<file path="src/rtl/dtap_pkg.sv">
package dtap_pkg;

   // Width of the stage field inside one cell
   localparam int TAP_W          = 4;
   // Largest number of stages one cell may hold
   localparam int MAX_CELL_DEPTH = 16;

   // Bits needed to name a cell; a single cell still gets one (ignored) bit
   function automatic int sel_width(input int n_cells);
      return (n_cells > 1) ? $clog2(n_cells) : 1;
   endfunction

   // True when n is a power of two (cell field decodes with no spare codes)
   function automatic bit is_pow2(input int n);
      return (n > 0) && ((n & (n - 1)) == 0);
   endfunction

endpackage

</file>
<file path="src/rtl/dtap_cell.sv">
module dtap_cell #(
   parameter int DEPTH = 16
) (
   input  logic                    clk,
   input  logic                    en,
   input  logic                    din,
   input  logic [dtap_pkg::TAP_W-1:0] tap,
   output logic                    tap_q,
   output logic                    last_q
);
   import dtap_pkg::*;

   logic [DEPTH-1:0] stg = '0;

   // Shift structure: a single stage cannot be sliced, so pick the variant
   generate
      if (DEPTH == 1) begin : g_one
         always_ff @(posedge clk) begin
            if (en) stg <= din;
         end
      end else begin : g_many
         always_ff @(posedge clk) begin
            if (en) stg <= {stg[DEPTH-2:0], din};
         end
      end
   endgenerate

   assign last_q = stg[DEPTH-1];

   // Read mux: a full-depth cell needs no clamp, a shorter one clamps
   generate
      if (DEPTH == MAX_CELL_DEPTH) begin : g_full
         assign tap_q = stg[tap];
      end else begin : g_short
         logic [TAP_W-1:0] idx;
         always_comb begin
            if (32'(tap) >= DEPTH) idx = TAP_W'(DEPTH - 1);
            else                   idx = tap;
         end
         assign tap_q = stg[idx];
      end
   endgenerate

endmodule

</file>
<file path="src/rtl/dtap_lane.sv">
module dtap_lane #(
   parameter int NUM_CELLS  = 4,
   parameter int CELL_DEPTH = 16,
   parameter int SEL_W      = 2
) (
   input  logic                       clk,
   input  logic                       en,
   input  logic                       din,
   input  logic [SEL_W-1:0]           cell_sel,
   input  logic [dtap_pkg::TAP_W-1:0] tap,
   output logic                       tap_q,
   output logic                       chain_q
);
   import dtap_pkg::*;

   logic [NUM_CELLS:0]   link;
   logic [NUM_CELLS-1:0] cell_tap;

   assign link[0] = din;

   for (genvar c = 0; c < NUM_CELLS; c++) begin : g_cell
      dtap_cell #(.DEPTH(CELL_DEPTH)) u_cell (
         .clk    (clk),
         .en     (en),
         .din    (link[c]),
         .tap    (tap),
         .tap_q  (cell_tap[c]),
         .last_q (link[c+1])
      );
   end

   assign chain_q = link[NUM_CELLS];

   // Cell select: three variants depending on how the cell field decodes
   generate
      if (NUM_CELLS == 1) begin : g_single
         logic unused_sel;
         assign unused_sel = ^cell_sel;
         assign tap_q      = cell_tap[0];
      end else if (is_pow2(NUM_CELLS)) begin : g_pow2
         assign tap_q = cell_tap[cell_sel];
      end else begin : g_clamp
         logic [SEL_W-1:0] sel_c;
         always_comb begin
            if (32'(cell_sel) >= NUM_CELLS) sel_c = SEL_W'(NUM_CELLS - 1);
            else                            sel_c = cell_sel;
         end
         assign tap_q = cell_tap[sel_c];
      end
   endgenerate

endmodule

</file>
<file path="src/rtl/dyn_tap_delay.sv">
module dyn_tap_delay #(
   parameter  int LANES      = 2,
   parameter  int NUM_CELLS  = 4,
   parameter  int CELL_DEPTH = 16,
   localparam int SEL_W      = dtap_pkg::sel_width(NUM_CELLS),
   localparam int ADDR_W     = SEL_W + dtap_pkg::TAP_W,
   localparam int TOTAL      = NUM_CELLS * CELL_DEPTH
) (
   input  logic              clk,
   input  logic              shift_en,
   input  logic [LANES-1:0]  ser_in,
   input  logic [ADDR_W-1:0] tap_addr,
   output logic [LANES-1:0]  tap_out,
   output logic [LANES-1:0]  chain_out
);
   import dtap_pkg::*;

   // Elaboration-time parameter checks
   if (LANES < 1) begin : g_bad_lanes
      $error("dyn_tap_delay: LANES must be at least 1");
   end
   if (NUM_CELLS < 1) begin : g_bad_cells
      $error("dyn_tap_delay: NUM_CELLS must be at least 1");
   end
   if (CELL_DEPTH < 1 || CELL_DEPTH > MAX_CELL_DEPTH) begin : g_bad_depth
      $error("dyn_tap_delay: CELL_DEPTH must lie in 1..16");
   end

   logic [SEL_W-1:0] cell_sel;
   logic [TAP_W-1:0] stage_sel;

   assign stage_sel = tap_addr[TAP_W-1:0];
   assign cell_sel  = tap_addr[ADDR_W-1:TAP_W];

   for (genvar l = 0; l < LANES; l++) begin : g_lane
      dtap_lane #(
         .NUM_CELLS  (NUM_CELLS),
         .CELL_DEPTH (CELL_DEPTH),
         .SEL_W      (SEL_W)
      ) u_lane (
         .clk      (clk),
         .en       (shift_en),
         .din      (ser_in[l]),
         .cell_sel (cell_sel),
         .tap      (stage_sel),
         .tap_q    (tap_out[l]),
         .chain_q  (chain_out[l])
      );
   end

endmodule

</file>
<file path="config.mk">
export PLATFORM = sky130hd
export DESIGN_NAME = dyn_tap_delay
export DESIGN_NICKNAME = d
export VERILOG_FILES = /design/src/rtl/dtap_pkg.sv /design/src/rtl/dtap_cell.sv /design/src/rtl/dtap_lane.sv /design/src/rtl/dyn_tap_delay.sv
export SDC_FILE = /design/constraint.sdc
export NUM_CORES = 1
export LEC_CHECK = 0
export ABC_CLOCK_PERIOD_IN_PS = 5000
export BUFFER_PORTS_ARGS = -buffer_cell sky130_fd_sc_hd__buf_2
export CORE_MARGIN = 2
export CORE_UTILIZATION = 36
export CTS_CLUSTER_SIZE = 40
export DETAILED_ROUTE_END_ITERATION = 16
export GPL_ROUTABILITY_DRIVEN = 0
export PLACE_DENSITY_LB_ADDON = 0.3
export RECOVER_POWER = 50
export REMOVE_ABC_BUFFERS = 1
export SLEW_MARGIN = 40
export SYNTH_ARGS = -nofsm -noshare
export SYNTH_HDL_FRONTEND = slang
export SYNTH_HIERARCHICAL = 1
export SYNTH_SLANG_ARGS = --single-unit
</file>
<file path="constraint.sdc">
create_clock -name clk -period 5 [get_ports clk]
set_clock_uncertainty 0.1 [all_clocks]
set_input_delay 0.75 -clock clk [delete_from_list [all_inputs] [get_ports clk]]
set_output_delay 0.75 -clock clk [all_outputs]
set_load 0.01 [all_outputs]
</file>
# Word level (Yosys, flattened, before mapping)
# Cells that the tools add are included.
[totals]
ff_bits = 128
inputBits = 10
[op_classes]
magnitude_cmp = 2
n_mux = 20
[ops]
columns = ["operator", "count"]
rows = [
  ["binary-select mux 1 bit (select 4 bit)", 8],
  ["2-to-1 mux 1 bit", 10],
  ["less-than comparator 4 x 5 -> 1 bit (second input constant)", 1],
  ["binary-select mux 1 bit (select 2 bit)", 2],
  ["less-than comparator 2 x 3 -> 1 bit (second input constant)", 1],
]

# Longest topological paths before layout
# Gate-level depths: netlist of the first run.
[depth]
word_depth = 4
mapped_depth = 4
mapped_depth_nobuf = 4

# By module
# Netlist of the first run, hierarchy kept.
[by_module_without_submodules]
columns = ["mod", "instances", "cells_per_inst", "area_per_inst_um2"]
rows = [
  ["dtap_cell", 8, 23, 615.6],
  ["dtap_lane", 2, 1, 22.5],
]

# Least setup slack after synthesis of the first run
# No wires, ideal clock.
[synth_timing]
path_type = "input-to-output"
start = "in tap_addr[0]"
end = "out tap_out[0]"
t_arrival_ns = 1.964
path_slack_ns = 2.186
required_ns = 4.150
path_buffers = 0
stages = 4
path_cell_list = "mux4_1 mux2i_1 mux2i_1 mux4_2"
[synth_via]
elab_chain_len = 4
[synth_lines]
columns = ["element", "line_no", "text"]
rows = [
  ["start, declared", "dyn_tap_delay.sv:12", "input logic [ADDR_W-1:0] tap_addr,"],
  ["binary-select mux 1 bit (select 4 bit)", "dtap_cell.sv:33", "assign tap_q = stg[tap];"],
  ["2-to-1 mux 1 bit (not written as such)", "dtap_cell.sv:33", ""],
  ["via g_lane[0].u_lane.cell_tap[3]", "dtap_lane.sv:17", "logic [NUM_CELLS-1:0] cell_tap;"],
  ["binary-select mux 1 bit (select 2 bit)", "dtap_lane.sv:41", "assign tap_q = cell_tap[cell_sel];"],
  ["2-to-1 mux 1 bit (not written as such)", "dtap_lane.sv:41", ""],
  ["end, declared", "dyn_tap_delay.sv:13", "output logic [LANES-1:0] tap_out,"],
]
# The timed path passes the listed nets, and every way through them passes these cells. The select of a mux whose other input is x is not followed.

# Worst setup path after layout of the first run
[layout_timing]
start = "in shift_en"
end = "reg g_lane[1].u_lane.g_cell[3].u_cell.stg[6], enable pin"
[layout_rtl]
columns = ["element", "line_no", "text"]
rows = [
  ["start, declared", "dyn_tap_delay.sv:10", "input logic shift_en,"],
  ["end signal, assigned", "dtap_cell.sv:23", "if (en) stg <= {stg[DEPTH-2:0], din};"],
  ["end, declared", "dtap_cell.sv:13", "logic [DEPTH-1:0] stg = '0;"],
]
# No word-level cell between the ends.

==> results of run 1 <==
## Yosys cell counts, drive strengths merged
cell type	number
edfxtp	128
mux4	34
mux2i	24
## per-layer routing
metal,track usage (%),part of all wire [%]
met4,5.17,1.2
met2,16.5,44
met3,4.61,4.0
met1,17.7,51
met5,0,0
## per-stage QoR
stage | worst slack, ns | total power, W | cells | cell area, um2 | util [%]
2_1_floorplan | 2.19 | 0.00136 | 186 | 4970 | -
3_3_place_gp | 1.24 | 0.00142 | 378 | 5280 | 39.6
3_5_place_dp | 1.25 | 0.00143 | 378 | 5280 | 39.6
4_1_cts | 1.24 | 0.00257 | 408 | 5820 | 43.6
5_1_grt | 0.763 | 0.00264 | 408 | 5810 | 43.6
6_report | 1.14 | 0.00254 | 408 | 5810 | 43.6
## cell families (layout without fill, tap and decap cells)
logic type             Yosys count  in the layout
DFF                            128            128
buffers and inverters            0             46
muxes                           58             58
## worst paths after layout
| path | endpoint | slack (ns) | depth (start not counted) |
|---|---|---|---|
| worst max-delay path | g_lane[1].u_lane/g_cell[3].u_cell/stg[6] | 1.14 | 2 |
| worst min-delay path | g_lane[1].u_lane/g_cell[2].u_cell/stg[5] | 0.34 | 0 |
| worst max register to register | g_lane[0].u_lane/g_cell[1].u_cell/stg[8] | 4.18 | 0 |
| worst min register to register | g_lane[1].u_lane/g_cell[2].u_cell/stg[5] | 0.34 | 0 |
## report_power, final
part           switching (W)  total (W)  internal (W)
Sequential         0.0000281    0.00128       0.00125
Combinational      0.0000621   0.000124     0.0000620
Clock               0.000414    0.00114      0.000723
## cell type report
| cell class | instances | area [um2] | share of cell area (%) |
|---|---|---|---|
| Multi-Input combinational cell | 58 | 1130 | 19.4 |
| Sequential cell | 128 | 3840 | 66.1 |
| Timing Repair Buffer | 16 | 86.3 | 1.49 |
| Clock buffer | 23 | 448 | 7.71 |
| Clock inverter | 7 | 88.8 | 1.53 |
| Tap cell | 176 | 220 | 3.79 |
==> flow_summary.yaml, run 1 <==
synthesis:
  synthXorXnorAreaFrac_pct: 0
  ys_ff_latch: 128
  avgSynthCellArea_um2: 26.7
  yosys.area_share.simple_pct: 0
  yosysWarnings: 6
  syn_inst: 186
  synth_top_area_share_pct: 77.3
  ys_seq_area_share_pct: 77.3
  ys_types: 4
  netlist_area_um2: 4970
  synth_area_leaders: "edfxtp_1, mux4_1, mux2i_1"
  muxShareOfSynthArea_pct: 22.7
  synthAdderAreaFrac_pct: 0
  synth_top_family_by_area: "multiplexers"
  synth_compound_area_share_pct: 0
  yosys.area.top_type: "edfxtp_1"
pwr:
  power_density_nw_per_um2: 438
  p_leak_nw: 2.06
  peakVddDrop_mv: 0.239
clock_network:
  clk_latency_ns: 0.40
  htreeDepth: 4
  cts_tree: "done"
  numCtsBuffers: 17
  cts.reportedPaths.clkPinSlew_ns: 0.05
  cts_buffer_depth: 2
  hold_buffers: 0
  post_cts_resized: 0
  cts_root_buf: "clkbuf_16"
  cts.sinks: 128
  post_cts_buffers: 0
global_routing:
  grt_overflow: 0
  grt_max_degree: 62
  grt_pass1_vias: 2256
  grt_first_pass_wirelength_mm: 13.1
  grt_use_total_pct: 12.2
  antenna_found_initial: 0
detailed_routing:
  drt-pass1-iter-count: 4
  vias: 2107
  totalWireLength_mm: 8.11
  drc: 0
  antenna_left: 0
  drt_iter0_markers: 227
  wire_per_inst_um: 19.9
  vias_per_cell: 5.16
setup_path:
  crit_required_ns: 4.95
  start_kind: "input port"
  crit_path_start: "shift_en"
  path_class: "input port to flip-flop"
  cp_num_buf_inv: 2
  crit_fanout: 61
  r2r-start: "g_lane[0].u_lane/g_cell[1].u_cell/stg[7]"
  cp_top_family: "buffers and inverters"
  slowest_stage: "clkbuf_1"
  crit_chain: "clkbuf_1, buf_4"
  max_stage_delay_ns: 2.32
  cp.arrival_ns: 3.82
  end_kind: "flip-flop"
worst_hold_path:
  hold_class: "flip-flop to flip-flop"
  hp-start: "g_lane[1].u_lane/g_cell[2].u_cell/stg[4]"
floorplanning:
  initial_core_util_pct: 37.2
  fp-row-count: 42
  die_area_um2: 14800
  coreArea_um2: 13300
  die_x_um: 121
  die_h_um: 121
  pin_count: 14
layout:
  diodes: 0
  largest_reg_flops: 128
  layout_commonest_cell: "edfxtp_1"
  reg.largest.list: "g_lane.u_lane/g_cell.u_cell/stg (128)"
  fillers: 1135
  regMostFlops: "g_lane.u_lane/g_cell.u_cell/stg"
  fin_nets: 231
  final_cell_mix: "edfxtp_1, mux4_1, mux2i_1, clkbuf_16, buf_2"
  drive_gt1_share_pct: 17.2
  area_growth_pct: 17.0
place:
  post-dp-hpwl_mm: 4.41
  numPortBuffers: 13
sta:
  setup_viol: 0
  worst_pin_slew_ns: 3.36
  relSlewSlack_pct: -124
  drv_slew: 62
  timing.hold.ws_ns: 0.336
  hold_viol: 0
  timing.fmax_mhz: 259
  grt_setup_unrepaired: "false"
  fin_tns_setup_ns: 0
  period_share_pct: 77.3
  period_minus_slack_ns: 3.86
flow_run:
  maxCapViolations: 1
status:
  status: "complete, but fails checks"
  failed_checks: "max-capacitance violations, max-slew violations"
No activity file was read; power rests on OpenSTA's default activity.
==> inputs of run 2 (changes only) <==
- ABC_CLOCK_PERIOD_IN_PS: 5000 -> 3800
- clock period: 5 -> 3.8 ns (I/O delays scaled with it)
==> run 2 against run 1 <==
- via count hardly changed
- sequential cell count is the same
- total power grew 35%
- sequential share of layout area down 0.83 points
- count of clock-buffer cells in the layout down 4
- routed wire length down 5.3%
- register-to-register slack worse by 1.2 ns
- cell count rose by 0.74%
- the flow still finishes with violations (max-capacitance violations, max-slew violations)
- global-route usage shrank 0.84 points
- first-iteration DRC count is 23% higher
- non-clock buffer count is 1 higher
- hold slack worse by 0.094 ns
==> flow_summary.yaml, run 2 (synthesis gave the netlist of run 1 again) <==
layout:
  largest_reg_flops: 128
  area_growth_pct: 18.5
  diodes: 0
  fillers: 1116
  final_cell_mix: "edfxtp_1, mux4_1, mux2i_1, clkbuf_16, buf_2"
  final_core_util_pct: 44.1
  drive_gt1_share_pct: 19.6
  regMostFlops: "g_lane.u_lane/g_cell.u_cell/stg"
  reg.largest.list: "g_lane.u_lane/g_cell.u_cell/stg (128)"
  fin_nets: 232
  layout_commonest_cell: "edfxtp_1"
pwr:
  p_sw_w: 0.000677
  clock_power_share_pct: 46.0
  power_density_nw_per_um2: 583
  p_int_w: 0.00275
  swShare_pct: 19.7
  p_leak_nw: 2.10
  pwr-share-comb_pct: 4.9
  design_power_total_w: 0.00343
  peakVddDrop_mv: 0.286
  seqPwrFrac_pct: 49.1
place:
  post-dp-hpwl_mm: 4.30
  pre_cts_ws_ns: 0.499
  numPortBuffers: 13
floorplanning:
  die_h_um: 121
  die_area_um2: 14800
  pin_count: 14
  initial_core_util_pct: 37.2
  fp-row-count: 42
  die_x_um: 121
  coreArea_um2: 13300
sta:
  setup_viol: 0
  period_share_pct: 86.0
  timing.hold.ws_ns: 0.242
  relSlewSlack_pct: -66.5
  period_minus_slack_ns: 3.27
  timing.fmax_mhz: 306
  worst_pin_slew_ns: 2.50
  setup_ws_ns: 0.533
  grt_setup_unrepaired: "false"
  fin_tns_setup_ns: 0
  drv_slew: 44
  hold_viol: 0
setup_path:
  crit_fanout: 21
  start_kind: "input port"
  path_class: "input port to primary output"
  cp.arrival_ns: 2.60
  r2r_end: "g_lane[1].u_lane/g_cell[2].u_cell/stg[1]"
  reg2reg_slack_ns: 3.00
  ff2ff_path_depth: 0
  crit_required_ns: 3.13
  end_kind: "primary output"
  r2r-start: "g_lane[1].u_lane/g_cell[2].u_cell/stg[0]"
detailed_routing:
  drt_iter0_markers: 280
  drc: 0
  drt-pass1-iter-count: 4
  vias_per_cell: 5.13
  antenna_left: 0
  wire_per_inst_um: 18.7
  vias: 2108
  totalWireLength_mm: 7.68
worst_hold_path:
  worstHoldEndpoint: "g_lane[0].u_lane/g_cell[0].u_cell/stg[0]"
  hp-start: "ser_in[0]"
  whs_path_depth: 1
  hold_class: "input port to flip-flop"
global_routing:
  grt_first_pass_wirelength_mm: 12.1
  grt_max_degree: 86
  grt_use_total_pct: 11.4
  grt_pass1_vias: 2145
  grt_overflow: 0
  antenna_found_initial: 0
clock_network:
  cts_root_buf: "clkbuf_16"
  cts_tree: "done"
  cts.reportedPaths.clkPinSlew_ns: 0.05
  cts_buffer_depth: 2
  clk_latency_ns: 0.41
  cts.sinks: 128
  post_cts_resized: 0
  hold_buffers: 0
  htreeDepth: 4
  numCtsBuffers: 17
  post_cts_buffers: 0
flow_run:
  maxCapViolations: 1
status:
  failed_checks: "max-capacitance violations, max-slew violations"
  status: "complete, but fails checks"
run 2: changes by cell type in the layout (fill, tap and decap cells not counted), sizes merged:
cell and delta:
bufinv +1, buf +1, clkbuf -4, clkinvlp +1, clkinv +4
run 2: per-stage QoR:
stage / std cells / instance area (um2)
global route: 411 / 5890
floorplan: 186 / 4970
detailed placement: 379 / 5310
global placement: 379 / 5310
CTS: 411 / 5890
finish: 411 / 5890
run 2: cell type report:
type                            count  area, um2  share of cell area, %
Timing Repair Buffer               17        119                   2.02
Sequential cell                   128       3840                   65.3
Tap cell                          176        220                   3.74
Clock buffer                       19        433                   7.35
Clock inverter                     13        145                   2.47
Multi-Input combinational cell     58       1130                   19.1
run 2: power groups by stage:
stage | Clock, W | Sequential, W | Combinational [W]
final | 0.00158 | 0.00168 | 0.000168
after global routing | 0.00168 | 0.00169 | 0.000182
after CTS | 0.00162 | 0.00168 | 0.000172
after detailed placement | 0 | 0.00171 | 0.000172
after global placement | 0 | 0.00171 | 0.000170
after floorplan | 0 | 0.00169 | 0.0000890
run 2: worst max-delay path by stage:
stage / slack, ns / start / to
3_5_place_dp: 0.50 / tap_addr[0] / tap_out[1]
3_3_place_gp: 0.51 / tap_addr[0] / tap_out[1]
4_1_cts: 0.50 / tap_addr[0] / tap_out[1]
6_report: 0.53 / tap_addr[0] / tap_out[1]
2_1_floorplan: 1.35 / tap_addr[0] / tap_out[0]
5_1_grt: 0.41 / tap_addr[0] / tap_out[1]
run 2: metal layers:
metal / track usage (%) / share of wire (%) / vias up
met1: 16.7 / 51 / 1126
met5: 0 / 0 / -
met3: 4.65 / 4.1 / 8
li1: - / - / 934
met2: 14.9 / 44 / 40
met4: 4.96 / 1.0 / 0
run 2: critical path, cell delays in order:
cell	delay, ns
buf_2	0.11
buf_4	0.35
mux4_1	0.63
mux2i_1	0.18
mux2i_1	0.13
mux4_2	0.47
buf_2	0.15
